===== config.mk =====
export PLATFORM = sky130hd
export DESIGN_NAME = boot_rec_loader
export DESIGN_NICKNAME = d
export VERILOG_FILES = /design/src/rtl/brl_pkg.sv /design/src/rtl/brl_tag_decode.sv /design/src/rtl/brl_hold_bank.sv /design/src/rtl/brl_seq.sv /design/src/rtl/boot_rec_loader.sv
export SDC_FILE = /design/constraint.sdc
export NUM_CORES = 1
export LEC_CHECK = 0
export ABC_AREA = 1
export ABC_CLOCK_PERIOD_IN_PS = 6100
export BUFFER_PORTS_ARGS = -buffer_cell sky130_fd_sc_hd__buf_2
export CAP_MARGIN = 15
export CORE_UTILIZATION = 45
export CTS_BUF_LIST = sky130_fd_sc_hd__clkbuf_16
export DETAILED_ROUTE_END_ITERATION = 16
export PLACE_DENSITY = 0.75
export SYNTH_ARGS = -nofsm -noshare
export SYNTH_HDL_FRONTEND = slang
export SYNTH_SLANG_ARGS = --single-unit

===== constraint.sdc =====
create_clock -name clk -period 6.1 [get_ports clk]
set_clock_uncertainty 0.05 [all_clocks]
set_input_delay 0.305 -clock clk [delete_from_list [all_inputs] [get_ports clk]]
set_output_delay 0.305 -clock clk [all_outputs]
set_load 0.02 [all_outputs]

===== src/rtl/brl_pkg.sv =====
package brl_pkg;
    localparam int WORD_W    = 32;
    localparam int KIND_HI   = 31;
    localparam int KIND_LO   = 30;
    localparam int TGT_HI    = 29;
    localparam int TGT_LO    = 27;
    localparam int CNT_HI    = 15;
    localparam int CNT_W     = CNT_HI + 1;
    localparam int TGT_W     = TGT_HI - TGT_LO + 1;

    typedef enum logic [1:0] {
        REC_FINAL = 2'd0,
        REC_COPY  = 2'd1,
        REC_ZERO  = 2'd2,
        REC_RSVD  = 2'd3
    } rec_kind_e;

    typedef enum logic [3:0] {
        S_HDR0    = 4'd0,
        S_HDR1    = 4'd1,
        S_COPY    = 4'd2,
        S_ZERO    = 4'd3,
        S_SKIP    = 4'd4,
        S_FHOLD   = 4'd5,
        S_FBODY   = 4'd6,
        S_FCOMMIT = 4'd7,
        S_LAUNCH  = 4'd8,
        S_DONE    = 4'd9,
        S_HALT    = 4'd10
    } seq_st_e;
endpackage


===== src/rtl/brl_tag_decode.sv =====
module brl_tag_decode
    import brl_pkg::*;
(
    input  logic [KIND_HI-TGT_LO:0] tag_hi,
    input  logic [CNT_W-1:0]        tag_lo,
    output rec_kind_e               kind,
    output logic [TGT_W-1:0]        target,
    output logic [CNT_W-1:0]        count
);
    always_comb begin
        kind   = rec_kind_e'(tag_hi[KIND_HI-TGT_LO -: 2]);
        target = tag_hi[TGT_W-1:0];
        count  = tag_lo;
    end
endmodule


===== src/rtl/brl_hold_bank.sv =====
module brl_hold_bank #(
    parameter int HOLD_WORDS = 4,
    parameter int DATA_W     = 32,
    localparam int IDX_W     = (HOLD_WORDS > 1) ? $clog2(HOLD_WORDS) : 1
) (
    input  logic              clk,
    input  logic              rst_n,
    input  logic              wr_en,
    input  logic [IDX_W-1:0]  wr_idx,
    input  logic [DATA_W-1:0] wr_data,
    input  logic [IDX_W-1:0]  rd_idx,
    output logic [DATA_W-1:0] rd_data
);
    logic [DATA_W-1:0] slot_q [HOLD_WORDS];
    logic [DATA_W-1:0] slot_d [HOLD_WORDS];

    for (genvar g = 0; g < HOLD_WORDS; g++) begin : g_slot
        always_comb begin
            slot_d[g] = slot_q[g];
            if (wr_en && (wr_idx == IDX_W'(g))) begin
                slot_d[g] = wr_data;
            end
        end

        always_ff @(posedge clk) begin
            if (!rst_n) begin
                slot_q[g] <= '0;
            end else begin
                slot_q[g] <= slot_d[g];
            end
        end
    end

    always_comb begin
        rd_data = slot_q[rd_idx];
    end
endmodule


===== src/rtl/brl_seq.sv =====
module brl_seq
    import brl_pkg::*;
#(
    parameter int ADDR_W     = 16,
    parameter int BOOT_WORDS = 256,
    parameter int HOLD_WORDS = 4,
    localparam int IDX_W     = (HOLD_WORDS > 1) ? $clog2(HOLD_WORDS) : 1
) (
    input  logic              clk,
    input  logic              rst_n,
    input  logic [TGT_W-1:0]  proc_id,
    input  logic              in_valid,
    input  logic [WORD_W-1:0] in_data,
    input  rec_kind_e         dec_kind,
    input  logic [TGT_W-1:0]  dec_target,
    input  logic [CNT_W-1:0]  dec_count,
    input  logic [WORD_W-1:0] hold_rd_data,
    output logic              in_ready,
    output logic              hold_we,
    output logic [IDX_W-1:0]  hold_idx,
    output logic              mem_we,
    output logic [ADDR_W-1:0] mem_addr,
    output logic [WORD_W-1:0] mem_wdata,
    output logic              boot_start,
    output logic              load_err
);
    typedef struct packed {
        seq_st_e             st;
        rec_kind_e           kind;
        logic                id_hit;
        logic [CNT_W-1:0]    cnt;
        logic [ADDR_W-1:0]   ptr;
        logic [IDX_W-1:0]    idx;
        logic                we;
        logic [ADDR_W-1:0]   waddr;
        logic [WORD_W-1:0]   wdata;
        logic                start;
        logic                err;
    } seq_regs_t;

    localparam logic [IDX_W-1:0]  LAST_IDX  = IDX_W'(HOLD_WORDS - 1);
    localparam logic [ADDR_W-1:0] BODY_BASE = ADDR_W'(HOLD_WORDS);
    localparam logic [ADDR_W-1:0] BODY_END  = ADDR_W'(BOOT_WORDS - 1);
    localparam logic [CNT_W-1:0]  BOOT_CNT  = CNT_W'(BOOT_WORDS);

    seq_regs_t r_q, r_d;

    always_comb begin
        r_d      = r_q;
        r_d.we   = 1'b0;
        r_d.start = 1'b0;
        in_ready = 1'b0;
        hold_we  = 1'b0;
        case (r_q.st)
            S_HDR0: begin
                in_ready = 1'b1;
                if (in_valid) begin
                    r_d.kind   = dec_kind;
                    r_d.id_hit = (dec_target == proc_id);
                    r_d.cnt    = dec_count;
                    r_d.st     = S_HDR1;
                end
            end
            S_HDR1: begin
                in_ready = 1'b1;
                if (in_valid) begin
                    r_d.ptr = in_data[ADDR_W-1:0];
                    r_d.idx = '0;
                    if (r_q.kind == REC_RSVD) begin
                        r_d.err = 1'b1;
                        r_d.st  = S_HALT;
                    end else if (!r_q.id_hit) begin
                        case (r_q.kind)
                            REC_COPY:  r_d.st = (r_q.cnt == '0) ? S_HDR0 : S_SKIP;
                            REC_FINAL: begin
                                r_d.cnt = BOOT_CNT;
                                r_d.st  = S_SKIP;
                            end
                            default:   r_d.st = S_HDR0;
                        endcase
                    end else begin
                        case (r_q.kind)
                            REC_COPY: r_d.st = (r_q.cnt == '0) ? S_HDR0 : S_COPY;
                            REC_ZERO: r_d.st = (r_q.cnt == '0) ? S_HDR0 : S_ZERO;
                            default:  r_d.st = S_FHOLD;
                        endcase
                    end
                end
            end
            S_COPY: begin
                in_ready = 1'b1;
                if (in_valid) begin
                    r_d.we    = 1'b1;
                    r_d.waddr = r_q.ptr;
                    r_d.wdata = in_data;
                    r_d.ptr   = r_q.ptr + 1'b1;
                    r_d.cnt   = r_q.cnt - 1'b1;
                    if (r_q.cnt == CNT_W'(1)) begin
                        r_d.st = S_HDR0;
                    end
                end
            end
            S_ZERO: begin
                r_d.we    = 1'b1;
                r_d.waddr = r_q.ptr;
                r_d.wdata = '0;
                r_d.ptr   = r_q.ptr + 1'b1;
                r_d.cnt   = r_q.cnt - 1'b1;
                if (r_q.cnt == CNT_W'(1)) begin
                    r_d.st = S_HDR0;
                end
            end
            S_SKIP: begin
                in_ready = 1'b1;
                if (in_valid) begin
                    r_d.cnt = r_q.cnt - 1'b1;
                    if (r_q.cnt == CNT_W'(1)) begin
                        r_d.st = S_HDR0;
                    end
                end
            end
            S_FHOLD: begin
                in_ready = 1'b1;
                if (in_valid) begin
                    hold_we = 1'b1;
                    r_d.idx = r_q.idx + 1'b1;
                    if (r_q.idx == LAST_IDX) begin
                        r_d.idx = '0;
                        r_d.ptr = BODY_BASE;
                        r_d.st  = S_FBODY;
                    end
                end
            end
            S_FBODY: begin
                in_ready = 1'b1;
                if (in_valid) begin
                    r_d.we    = 1'b1;
                    r_d.waddr = r_q.ptr;
                    r_d.wdata = in_data;
                    r_d.ptr   = r_q.ptr + 1'b1;
                    if (r_q.ptr == BODY_END) begin
                        r_d.st = S_FCOMMIT;
                    end
                end
            end
            S_FCOMMIT: begin
                r_d.we    = 1'b1;
                r_d.waddr = ADDR_W'(r_q.idx);
                r_d.wdata = hold_rd_data;
                r_d.idx   = r_q.idx + 1'b1;
                if (r_q.idx == LAST_IDX) begin
                    r_d.st = S_LAUNCH;
                end
            end
            S_LAUNCH: begin
                r_d.start = 1'b1;
                r_d.st    = S_DONE;
            end
            default: begin
            end
        endcase
    end

    always_ff @(posedge clk) begin
        if (!rst_n) begin
            r_q    <= '0;
            r_q.st <= S_HDR0;
        end else begin
            r_q <= r_d;
        end
    end

    always_comb begin
        hold_idx   = r_q.idx;
        mem_we     = r_q.we;
        mem_addr   = r_q.waddr;
        mem_wdata  = r_q.wdata;
        boot_start = r_q.start;
        load_err   = r_q.err;
    end
endmodule


===== src/rtl/boot_rec_loader.sv =====
module boot_rec_loader
    import brl_pkg::*;
#(
    parameter int ADDR_W     = 16,
    parameter int BOOT_WORDS = 256,
    parameter int HOLD_WORDS = 4
) (
    input  logic              clk,
    input  logic              rst_n,
    input  logic [2:0]        proc_id,
    input  logic              in_valid,
    input  logic [31:0]       in_data,
    output logic              in_ready,
    output logic              mem_we,
    output logic [ADDR_W-1:0] mem_addr,
    output logic [31:0]       mem_wdata,
    output logic              boot_start,
    output logic              load_err
);
    localparam int IDX_W = (HOLD_WORDS > 1) ? $clog2(HOLD_WORDS) : 1;

    rec_kind_e          dec_kind;
    logic [TGT_W-1:0]   dec_target;
    logic [CNT_W-1:0]   dec_count;
    logic               hold_we;
    logic [IDX_W-1:0]   hold_idx;
    logic [WORD_W-1:0]  hold_rd_data;

    brl_tag_decode u_dec (
        .tag_hi (in_data[KIND_HI:TGT_LO]),
        .tag_lo (in_data[CNT_HI:0]),
        .kind   (dec_kind),
        .target (dec_target),
        .count  (dec_count)
    );

    brl_hold_bank #(
        .HOLD_WORDS (HOLD_WORDS),
        .DATA_W     (WORD_W)
    ) u_hold (
        .clk     (clk),
        .rst_n   (rst_n),
        .wr_en   (hold_we),
        .wr_idx  (hold_idx),
        .wr_data (in_data),
        .rd_idx  (hold_idx),
        .rd_data (hold_rd_data)
    );

    brl_seq #(
        .ADDR_W     (ADDR_W),
        .BOOT_WORDS (BOOT_WORDS),
        .HOLD_WORDS (HOLD_WORDS)
    ) u_seq (
        .clk          (clk),
        .rst_n        (rst_n),
        .proc_id      (proc_id),
        .in_valid     (in_valid),
        .in_data      (in_data),
        .dec_kind     (dec_kind),
        .dec_target   (dec_target),
        .dec_count    (dec_count),
        .hold_rd_data (hold_rd_data),
        .in_ready     (in_ready),
        .hold_we      (hold_we),
        .hold_idx     (hold_idx),
        .mem_we       (mem_we),
        .mem_addr     (mem_addr),
        .mem_wdata    (mem_wdata),
        .boot_start   (boot_start),
        .load_err     (load_err)
    );
endmodule


==> reports/results.tsv <==
stage	metric	value	unit
setup_path	rr_worst_depth	8	
floorplan	dieWidth	158.1	microns
floorplan	row_count	56	
clock_network	htreeDepth	1	
clock_network	numCtsBuffers	25	
run	cap_violations	0	
logic_synthesis	synth_warnings	0	
place	place_ws	3.358	ns
logic_synthesis	netlist_instances	1336	
setup_path	timing.rr.start	u_seq.r_q[91]	
route	ant_nets	0	
finish	utilization	50.55	%
global_route	grt.overflow.total	0	
pwr	p_switching	0.001414	W
pwr	power.internal	0.002839	W
global_route	grt_pass1_wl	43470	microns
setup_path	timing.rr.end	u_seq.mem_addr[2]	
global_route	grt_usage	22.21	%
sta	tightest_slew	1.056	ns
floorplan	die_h	158.1	microns
setup_path	critPathLaunchType	flip-flop	
min_path	holdCritStartpoint	in_data[4]	
logic_synthesis	syn_area	10960	sq um
global_route	antenna_found_initial	1	
route	via_per_inst	5.356	
min_path	min_path_type	input port to flip-flop	
clock_network	clock_path_buffers	3	
logic_synthesis	synth_cell_types	37	
pwr	power_density	355.2	nW/um^2
logic_synthesis	yosysSeqAreaShare	52.24	%
pwr	clkPwrFrac	32.7	%
sta	post-route-period-util	45.70	%
sta	setup_viol	0	
min_path	min_to	u_seq.r_q[57]	
floorplan	initial_core_util	46.28	%
pwr	ir_drop	0.2536	mV
logic_synthesis	synth_top_cells_by_count	370 x nor2_1, 144 x nand2_1, 128 x edfxtp_1, 110 x a21oi_1, 107 x o21ai_0	
logic_synthesis	avgSynthCellArea	8.203	sq um
pwr	power_frac_seq	44.3	%
floorplan	io_pins	90	
global_route	grt_pass1_vias	8496	
route	dr.pass1.iters	5	
route	wl_per_cell	16.27	microns
setup_path	crit_fanout	37	
place	dp_hpwl	17230	microns
finish	layout-drive-gt1-share	13.12	%
sta	slew_viol_final	0	
logic_synthesis	synth_edf_count	128	
sta	fin_tns_setup	0	ns
clock_network	cts.sinks	222	
min_path	hold_path_depth	3	
logic_synthesis	ys.flop_type	edfxtp_1	
setup_path	critPathKind	flip-flop to flip-flop	
sta	max_freq	0.3587	GHz
route	num_vias	9020	
global_route	grt_max_degree	65	
logic_synthesis	synth_top_area_share	35.07	%
logic_synthesis	yosysMostFrequentCell	nor2_1	
logic_synthesis	async_reset_ff_share	0	%
setup_path	worstPathRequired	6.41	ns
clock_network	cts_tree	built	
route	routed_wl	27400	microns
route	drt_iter0_drc	881	
logic_synthesis	yosys.area.top_type	edfxtp_1	
place	port_buffers	89	
finish	fin_area	11970	sq um
sta	period_needed	2.788	ns
pwr	p_leak	4.957	nW
pwr	p_sw_share	33.24	%
setup_path	rrSetupSlack	3.31	ns
setup_path	crit_arrival	3.09	ns
finish	synthToLayoutAreaGrowth	9.247	%
logic_synthesis	ys_ff_latch	222	
sta	relSlewSlack	29.61	%
clock_network	clk_pin_slew	0.06	ns
logic_synthesis	syn-num-nets	1386	
route	drc_errors	0	
clock_network	hold_buffers	0	
setup_path	worstSetupEndpointType	flip-flop	
clock_network	cts_setup_buffers	0	
floorplan	core_region_area	23680	sq um
place	placed_area	11210	sq um
sta	setup_ws	3.312	ns
status	status	finished clean	
clock_network	cts_root_buffer	clkbuf_16	
logic_synthesis	synthTopCellsByArea	edfxtp_1 35%, dfxtp_1 17%, nor2_1 13%	
clock_network	clkLatencyLatePin	0.52	ns
floorplan	die_area	24980	sq um
finish	fin_nets	1395	
clock_network	cts_resized	0	
sta	finalHoldViolations	0	
sta	rsz0062_at_grt	false	
place	gp_congestion	0.9447	
pwr	power_frac_comb	23.0	%
[metal layers]
metal	routed length [microns]	share of wire [%]	vias to the layer above	track usage (%)
met3	2236	8.2	50	4.188
met4	720	2.6	0	8.104
met1	11600	42	4266	29.71
met2	12840	47	324	35.79
li1	-	-	4380	-
met5	0	0	-	0
[cell families (layout without fill, tap and decap cells)]
kind of cell / count (synthesis) / in the layout / synth area share (%)
xor gates and xnor gates: 14 / 14 / 1.119
and+or+nand+nor: 612 / 612 / 23.28
DFF: 222 / 222 / 52.24
buffers and inverters: 199 / 227 / 9.042
AOI/OAI and AO/OA: 277 / 277 / 12.95
other: 0 / 1 / 0
adders and majority gates: 12 / 12 / 1.370
[power groups by stage]
| stage | Sequential (W) | Combinational (W) | Clock [W] |
|---|---|---|---|
| after CTS | 0.00188 | 0.000968 | 0.00141 |
| after global routing | 0.00191 | 0.00110 | 0.00147 |
| after global placement | 0.00190 | 0.000941 | 0 |
| after floorplan | 0.00187 | 0.000798 | 0 |
| after detailed placement | 0.00191 | 0.000962 | 0 |
| final | 0.00189 | 0.000977 | 0.00139 |
[layout make-up]
type,count,area [sq um]
Antenna cell,1,2.502
Clock buffer,25,625.6
Clock inverter,21,130.1
Fill cell,2230,11710
Inverter,85,326.6
Multi-Input combinational cell,915,4263
Sequential cell,222,5728
Tap cell,319,399.1
Timing Repair Buffer,96,498.0
[worst max path at each step]
stage	from	to	slack (ns)
after floorplan	u_seq.r_q[88]	u_hold.slot_q[0][0]	3.98
after global placement	u_seq.r_q[91]	u_seq.mem_addr[13]	3.44
after detailed placement	u_seq.r_q[91]	u_seq.mem_addr[14]	3.36
after CTS	u_seq.r_q[91]	u_seq.mem_addr[14]	3.35
after global routing	u_seq.r_q[91]	u_seq.mem_addr[2]	3.09
final	u_seq.r_q[91]	u_seq.mem_addr[2]	3.31
[flip-flops by register name, summed over array words and instances, names as in the netlist, named ones only]
| signal | count |
|---|---|
| u_seq.mem_addr | 16 |
| u_hold.slot_q | 128 |
| u_seq.load_err | 1 |
| u_seq.hold_idx | 2 |
| u_seq.mem_wdata | 32 |
| u_seq.r_q | 39 |
| u_seq.boot_start | 1 |
| u_seq.mem_we | 1 |
[worst max-delay path: stages (launching register included)]
cell and delay, ns:
dfxtp_1 0.49, inv_2 0.15, nand3_2 0.44, nand2_4 0.26, nor2_4 0.37, buf_4 0.42, inv_2 0.20, nor2_1 0.14
nor3_1 0.06
[cells in the final DEF, fill, tap and decap left out, drive strengths merged, types with 25 or more instances in the layout]
cell type / n
nor2: 382
nand2: 152
o21ai: 150
edfxtp: 128
a21oi: 110
buf: 96
inv: 96
dfxtp: 94
nand3: 38
nor3: 32
clkbuf: 25
[through the flow]
stage	power [W]	cells	hold slack [ns]
CTS	0.004255	1683	0.02393
global placement	0.002843	1637	0.4018
global route	0.004474	1683	0.03954
floorplan	0.002664	1336	0.3938
detailed placement	0.002871	1637	0.4035
finish	0.004253	1684	0.03245
Note: power is estimated with default switching activity, not from simulation.
